--- config.mk ---
export PLATFORM = sky130hd
export DESIGN_NAME = wr_master_tmo
export DESIGN_NICKNAME = d
export VERILOG_FILES = /design/src/rtl/wrm_pkg.sv /design/src/rtl/wrm_err.sv /design/src/rtl/wrm_stream.sv /design/src/rtl/wrm_ctrl.sv /design/src/rtl/wr_master_tmo.sv
export SDC_FILE = /design/constraint.sdc
export NUM_CORES = 1
export LEC_CHECK = 0
export BUFFER_PORTS_ARGS = -buffer_cell sky130_fd_sc_hd__buf_2
export CORE_UTILIZATION = 51
export CTS_CLUSTER_SIZE = 16
export DETAILED_ROUTE_END_ITERATION = 8
export PLACE_DENSITY = 0.86
export SLEW_MARGIN = 20
export SYNTH_ARGS = -nofsm -noshare
export SYNTH_HDL_FRONTEND = slang
export SYNTH_SLANG_ARGS = --single-unit
--- constraint.sdc ---
create_clock -name clk_i -period 3.96 [get_ports clk_i]
set_input_delay 0.198 -clock clk_i [delete_from_list [all_inputs] [get_ports clk_i]]
set_output_delay 0.198 -clock clk_i [all_outputs]
set_load 0.1 [all_outputs]
--- src/rtl/wrm_pkg.sv ---
package wrm_pkg;
  typedef enum logic [1:0] {
    PH_IDLE  = 2'd0,
    PH_ADDR  = 2'd1,
    PH_DATA  = 2'd2,
    PH_RECOV = 2'd3
  } wrm_phase_e;
endpackage

--- src/rtl/wrm_err.sv ---
module wrm_err (
  input  logic clk_i,
  input  logic rst_ni,
  input  logic set_i,
  output logic err_o
);
  // sticky: only reset clears
  always_ff @(posedge clk_i or negedge rst_ni) begin
    if (!rst_ni)    err_o <= 1'b0;
    else if (set_i) err_o <= 1'b1;
  end
endmodule

--- src/rtl/wrm_stream.sv ---
module wrm_stream #(
  parameter int unsigned DW = 32
) (
  input  logic          clk_i,
  input  logic          rst_ni,
  input  logic          open_i,
  input  logic          abort_i,
  input  logic          idle_i,
  input  logic [DW-1:0] st_data_i,
  input  logic          st_src_rdy_ni,
  output logic          st_dst_rdy_no,
  output logic          st_dst_dsc_no,
  output logic          have_o,
  output logic [DW-1:0] data_o
);
  logic take;

  assign st_dst_rdy_no = !(open_i && !have_o);
  assign st_dst_dsc_no = !(abort_i && !have_o);
  assign take          = open_i && !have_o && !st_src_rdy_ni;

  always_ff @(posedge clk_i or negedge rst_ni) begin
    if (!rst_ni) begin
      have_o <= 1'b0;
      data_o <= '0;
    end else if (idle_i) begin
      have_o <= 1'b0;
    end else if (take) begin
      have_o <= 1'b1;
      data_o <= st_data_i;
    end
  end
endmodule

--- src/rtl/wrm_ctrl.sv ---
module wrm_ctrl
  import wrm_pkg::*;
#(
  parameter int unsigned AW  = 32,
  parameter int unsigned BEW = 4,
  parameter int unsigned TW  = 3
) (
  input  logic           clk_i,
  input  logic           rst_ni,
  input  logic           cmd_req_i,
  input  logic [AW-1:0]  cmd_addr_i,
  input  logic [BEW-1:0] cmd_be_i,
  input  logic [TW-1:0]  cmd_type_i,
  input  logic           cmd_lock_i,
  input  logic           bus_addr_ack_i,
  input  logic           bus_tmo_i,
  input  logic           bus_wr_ack_i,
  input  logic           bus_wr_err_i,
  input  logic           have_i,
  output wrm_phase_e     phase_o,
  output logic           err_set_o,
  output logic           cmd_ack_o,
  output logic           cmd_done_o,
  output logic           cmd_tmo_o,
  output logic           cmd_err_o,
  output logic [AW-1:0]  addr_o,
  output logic [BEW-1:0] be_o,
  output logic [TW-1:0]  type_o,
  output logic           lock_o
);
  wrm_phase_e phase_d;
  logic tmo_hit, wr_fin, accept;

  assign accept  = (phase_o == PH_IDLE) && cmd_req_i;
  assign tmo_hit = (phase_o == PH_ADDR) && bus_tmo_i;
  // data phase needs the stream word in hand before the ack counts
  assign wr_fin  = (phase_o == PH_DATA) && bus_wr_ack_i && have_i;
  assign err_set_o = tmo_hit || (wr_fin && bus_wr_err_i);

  always_comb begin
    phase_d = phase_o;
    unique case (phase_o)
      PH_IDLE:  if (cmd_req_i) phase_d = PH_ADDR;
      PH_ADDR: begin
        if (bus_tmo_i)           phase_d = PH_RECOV;
        else if (bus_addr_ack_i) phase_d = PH_DATA;
      end
      PH_DATA:  if (wr_fin) phase_d = PH_IDLE;
      PH_RECOV: phase_d = PH_IDLE;
      default:  phase_d = PH_IDLE;
    endcase
  end

  always_ff @(posedge clk_i or negedge rst_ni) begin
    if (!rst_ni) begin
      phase_o    <= PH_IDLE;
      cmd_ack_o  <= 1'b0;
      cmd_done_o <= 1'b0;
      cmd_tmo_o  <= 1'b0;
      cmd_err_o  <= 1'b0;
      addr_o     <= '0;
      be_o       <= '0;
      type_o     <= '0;
      lock_o     <= 1'b0;
    end else begin
      phase_o    <= phase_d;
      cmd_ack_o  <= accept;
      cmd_done_o <= tmo_hit || wr_fin;
      cmd_tmo_o  <= tmo_hit;
      cmd_err_o  <= tmo_hit || (wr_fin && bus_wr_err_i);
      if (accept) begin
        addr_o <= cmd_addr_i;
        be_o   <= cmd_be_i;
        type_o <= cmd_type_i;
        lock_o <= cmd_lock_i;
      end
    end
  end
endmodule

--- src/rtl/wr_master_tmo.sv ---
module wr_master_tmo
  import wrm_pkg::*;
#(
  parameter int unsigned AW = 32,
  parameter int unsigned DW = 32,
  parameter int unsigned TW = 3,
  localparam int unsigned BEW = DW / 8
) (
  input  logic           clk_i,
  input  logic           rst_ni,
  input  logic           cmd_req_i,
  input  logic [AW-1:0]  cmd_addr_i,
  input  logic [BEW-1:0] cmd_be_i,
  input  logic [TW-1:0]  cmd_type_i,
  input  logic           cmd_lock_i,
  output logic           cmd_ack_o,
  output logic           cmd_done_o,
  output logic           cmd_err_o,
  output logic           cmd_tmo_o,
  input  logic [DW-1:0]  st_data_i,
  input  logic           st_src_rdy_ni,
  output logic           st_dst_rdy_no,
  output logic           st_dst_dsc_no,
  output logic           bus_req_o,
  output logic [AW-1:0]  bus_addr_o,
  output logic [BEW-1:0] bus_be_o,
  output logic [TW-1:0]  bus_type_o,
  output logic           bus_lock_o,
  output logic [DW-1:0]  bus_wrdata_o,
  input  logic           bus_addr_ack_i,
  input  logic           bus_tmo_i,
  input  logic           bus_wr_ack_i,
  input  logic           bus_wr_err_i,
  output logic           mst_err_o
);
  wrm_phase_e     phase;
  logic           err_set, have;
  logic [DW-1:0]  beat;
  logic [AW-1:0]  addr_q;
  logic [BEW-1:0] be_q;
  logic [TW-1:0]  type_q;
  logic           lock_q;

  wrm_ctrl #(.AW(AW), .BEW(BEW), .TW(TW)) i_ctrl (
    .clk_i, .rst_ni, .cmd_req_i, .cmd_addr_i, .cmd_be_i, .cmd_type_i, .cmd_lock_i,
    .bus_addr_ack_i, .bus_tmo_i, .bus_wr_ack_i, .bus_wr_err_i,
    .have_i(have), .phase_o(phase), .err_set_o(err_set),
    .cmd_ack_o, .cmd_done_o, .cmd_tmo_o, .cmd_err_o,
    .addr_o(addr_q), .be_o(be_q), .type_o(type_q), .lock_o(lock_q)
  );

  wrm_stream #(.DW(DW)) i_stream (
    .clk_i, .rst_ni,
    .open_i (phase == PH_ADDR || phase == PH_DATA),
    .abort_i(phase == PH_RECOV),
    .idle_i (phase == PH_IDLE),
    .st_data_i, .st_src_rdy_ni, .st_dst_rdy_no, .st_dst_dsc_no,
    .have_o(have), .data_o(beat)
  );

  wrm_err i_err (.clk_i, .rst_ni, .set_i(err_set), .err_o(mst_err_o));

  // qualifiers are forced to zero whenever the request is down
  assign bus_req_o    = (phase == PH_ADDR);
  assign bus_addr_o   = bus_req_o ? addr_q : '0;
  assign bus_be_o     = bus_req_o ? be_q   : '0;
  assign bus_type_o   = bus_req_o ? type_q : '0;
  assign bus_lock_o   = bus_req_o ? lock_q : 1'b0;
  assign bus_wrdata_o = (phase == PH_DATA) ? beat : '0;
endmodule

==> flow_summary.json <==
{
  "outcome": "finished, final reports clean",
  "dpl.hpwl_mm": 5.09,
  "route.detailed.drc": 0,
  "fmax_mhz": 396,
  "dr_total_vias": 2555,
  "critPathBufInv": 2,
  "final_max_slew_viol_count": 0,
  "fin_tns_setup_ns": 0,
  "synth-seq-cells": 80,
  "fin_skew_ns": 0.0113,
  "final_cell_mix": "158 x buf_2, 80 x dfrtp_1, 73 x and2_1, 73 x mux2_2, 10 x clkbuf_8",
  "cp_slowest_stage_delay_ns": 0.75,
  "timing.slew.headroom_pct": 37.1,
  "n_fill_cell": 516,
  "grt_pass1_wl_mm": 11.4,
  "cts_sinks": 80,
  "synth_mux_area_share_pct": 22.9,
  "cp_cell_sequence": "inv_1 > ha_1 > and2_1 > buf_2",
  "yosys_warnings": 0,
  "grt_max_degree": 81,
  "cts_tree": "done",
  "fin_crit_ns": 2.53,
  "drtAntennaViolNets": 0,
  "rsz0062_at_grt": "no",
  "synth_fa_ha_area_share_pct": 2.09,
  "hold_violations": 0,
  "layout_commonest_cell": "buf_2",
  "synth-compound-area-share_pct": 1.46,
  "register_area_um2": 2000,
  "grt_usage_pct": 20.0,
  "synthXorXnorAreaFrac_pct": 0,
  "start_util_pct": 52.9,
  "routedWlPerCell_um": 13.7,
  "synth_fp_nets": 355,
  "min-delay-path-class": "in2reg",
  "period_share_pct": 63.8,
  "multi_input_area_um2": 1500,
  "clk_latency_ns": 0.34,
  "syn_inst": 269,
  "required_ns": 3.76,
  "ys_seq_area_share_pct": 55.7,
  "dr.pass1.iters": 4,
  "dieArea_um2": 7390,
  "rows": 30,
  "top_layer": "met4",
  "nNetsFinal": 515,
  "drtIter0Drc": 100,
  "cts_hold_buf": 0,
  "end_kind": "output port",
  "clock_path_buffers": 2,
  "critPathSlowestCell": "ha_1",
  "clk_pin_slew_ns": 0.09,
  "postCtsSetupBuffers": 0,
  "cts_resized": 0,
  "place.gp.congestion": 0.707,
  "yosysUniqueCellTypes": 26,
  "clock-root-buffer": "clkbuf_8",
  "synthSimpleGateAreaFrac_pct": 15.2,
  "antenna_found_initial": 0,
  "ios": 160,
  "area_growth_pct": 30.1,
  "synth_top_family_by_area": "multiplexers",
  "numCtsBuffers": 9,
  "cp.arrival_ns": 2.33,
  "grt_remaining_overflow": 0,
  "diodes": 0,
  "grt_pass1_vias": 2562,
  "port_buffers": 159,
  "synth_area_um2": 3590,
  "die_w_um": 86.0,
  "drv_cap": 0,
  "fp.dieH_um": 86.0,
  "worst_pin_slew_ns": 0.940,
  "drt-total-wl_mm": 7.24,
  "drive_above_1_share_pct": 59.0,
  "wl_met1_mm": 3.02,
  "syn_area_per_cell_um2": 13.4,
  "start_kind": "register",
  "setup-violations-final": 0,
  "routed_via_density": 4.82,
  "critical_path_peak_fanout": 35,
  "worst_path_dominant_cell_family": "adder cells",
  "critical_path_class": "reg2out",
  "dr_wl_met2_mm": 3.46,
  "htreeDepth": 3,
  "core_area_um2": 6790,
  "dr_wl_met3_um": 639
}
[logic make-up (layout without fill, tap and decap cells)]
logic type | after synthesis | in the layout
DFF | 80 | 80
AOI/OAI and AO/OA | 7 | 7
muxes | 73 | 73
buffers and inverters | 18 | 183
adders and majority gates | 6 | 6
and+or+nand+nor | 85 | 85
[per-layer routing]
| layer | vias to the layer above | GRT usage (%) |
|---|---|---|
| li1 | 1218 | - |
| met4 | 0 | 8.64 |
| met3 | 11 | 7.12 |
| met5 | - | 0 |
| met2 | 117 | 34.6 |
| met1 | 1209 | 22.3 |
[state kept, by name (all words and copies together), names as in the netlist]
| name | count |
|---|---|
| i_ctrl.addr_o | 32 |
| i_stream.data_o | 32 |
| i_ctrl.be_o | 4 |
| i_ctrl.type_o | 3 |
| i_ctrl.phase_o | 2 |
| i_ctrl.cmd_ack_o | 1 |
| i_ctrl.cmd_done_o | 1 |
| i_ctrl.cmd_err_o | 1 |
| i_ctrl.cmd_tmo_o | 1 |
| i_ctrl.lock_o | 1 |
| i_err.err_o | 1 |
| i_stream.have_o | 1 |
[stage by stage]
stage | setup WS, ns | instances | instance area, µm² | hold WS (ns) | util [%]
floorplan | 1.33 | 269 | 3590 | -0.0976 | -
global route | 1.21 | 530 | 4680 | 0.0596 | 68.9
detailed placement | 1.64 | 512 | 4450 | 0.431 | 65.5
global placement | 1.78 | 512 | 4450 | 0.415 | 65.5
finish | 1.43 | 530 | 4680 | 0.0784 | 68.9
CTS | 1.37 | 528 | 4650 | 0.0485 | 68.4
[worst paths after layout]
path	from	endpoint	slack, ns	cells after the start
hold reg to reg	i_err.err_o	i_err.err_o	0.49	1
min in group asynchronous	rst_ni	i_ctrl.addr_o[31]	0.36	2
setup reg to reg	i_ctrl.phase_o[0]	i_ctrl.phase_o[1]	1.66	5
max in group asynchronous	rst_ni	i_ctrl.phase_o[0]	3.01	3
setup / recovery	i_ctrl.phase_o[0]	bus_wrdata_o[10]	1.43	4
hold / removal	cmd_be_i[1]	i_ctrl.be_o[1]	0.08	2
[synth_stat cells]
master    instances  area, µm²
dfrtp_1          80       2000
and2_1           73        457
mux2_2           73        822
clkbuf_1          7       26.3
ha_1              6       75.1
buf_2             4       20.0
inv_1             4       15.0
buf_6             3       33.8
nand2b_1          2       12.5
a21boi_0          1       7.51
a21o_1            1       7.51
a21oi_1           1       5.00
a31o_2            1       8.76
a41o_1            1       10.0
nand2_1           1       3.75
nand2b_4          1       13.8
nor2_1            1       3.75
nor2b_1           1       6.26
nor3_1            1       5.00
nor3_4            1       16.3
nor3b_1           1       7.51
o21ai_0           1       5.00
o41ai_1           1       8.76
or2_2             1       6.26
or3_1             1       6.26
or4b_2            1       10.0
[layout make-up]
cell class / instances / share of cell area (%)
tap: 96 / 2.57
inverter: 4 / 0.321
sequential: 80 / 42.8
clock inverter: 5 / 1.20
multi-input combinational: 171 / 32.1
clock buffer: 11 / 3.02
timing repair buffer: 163 / 18.0
Power is left out: the tool's default activity adds up to more than one toggle a clock period on the data nets, which glitch-free logic cannot reach.
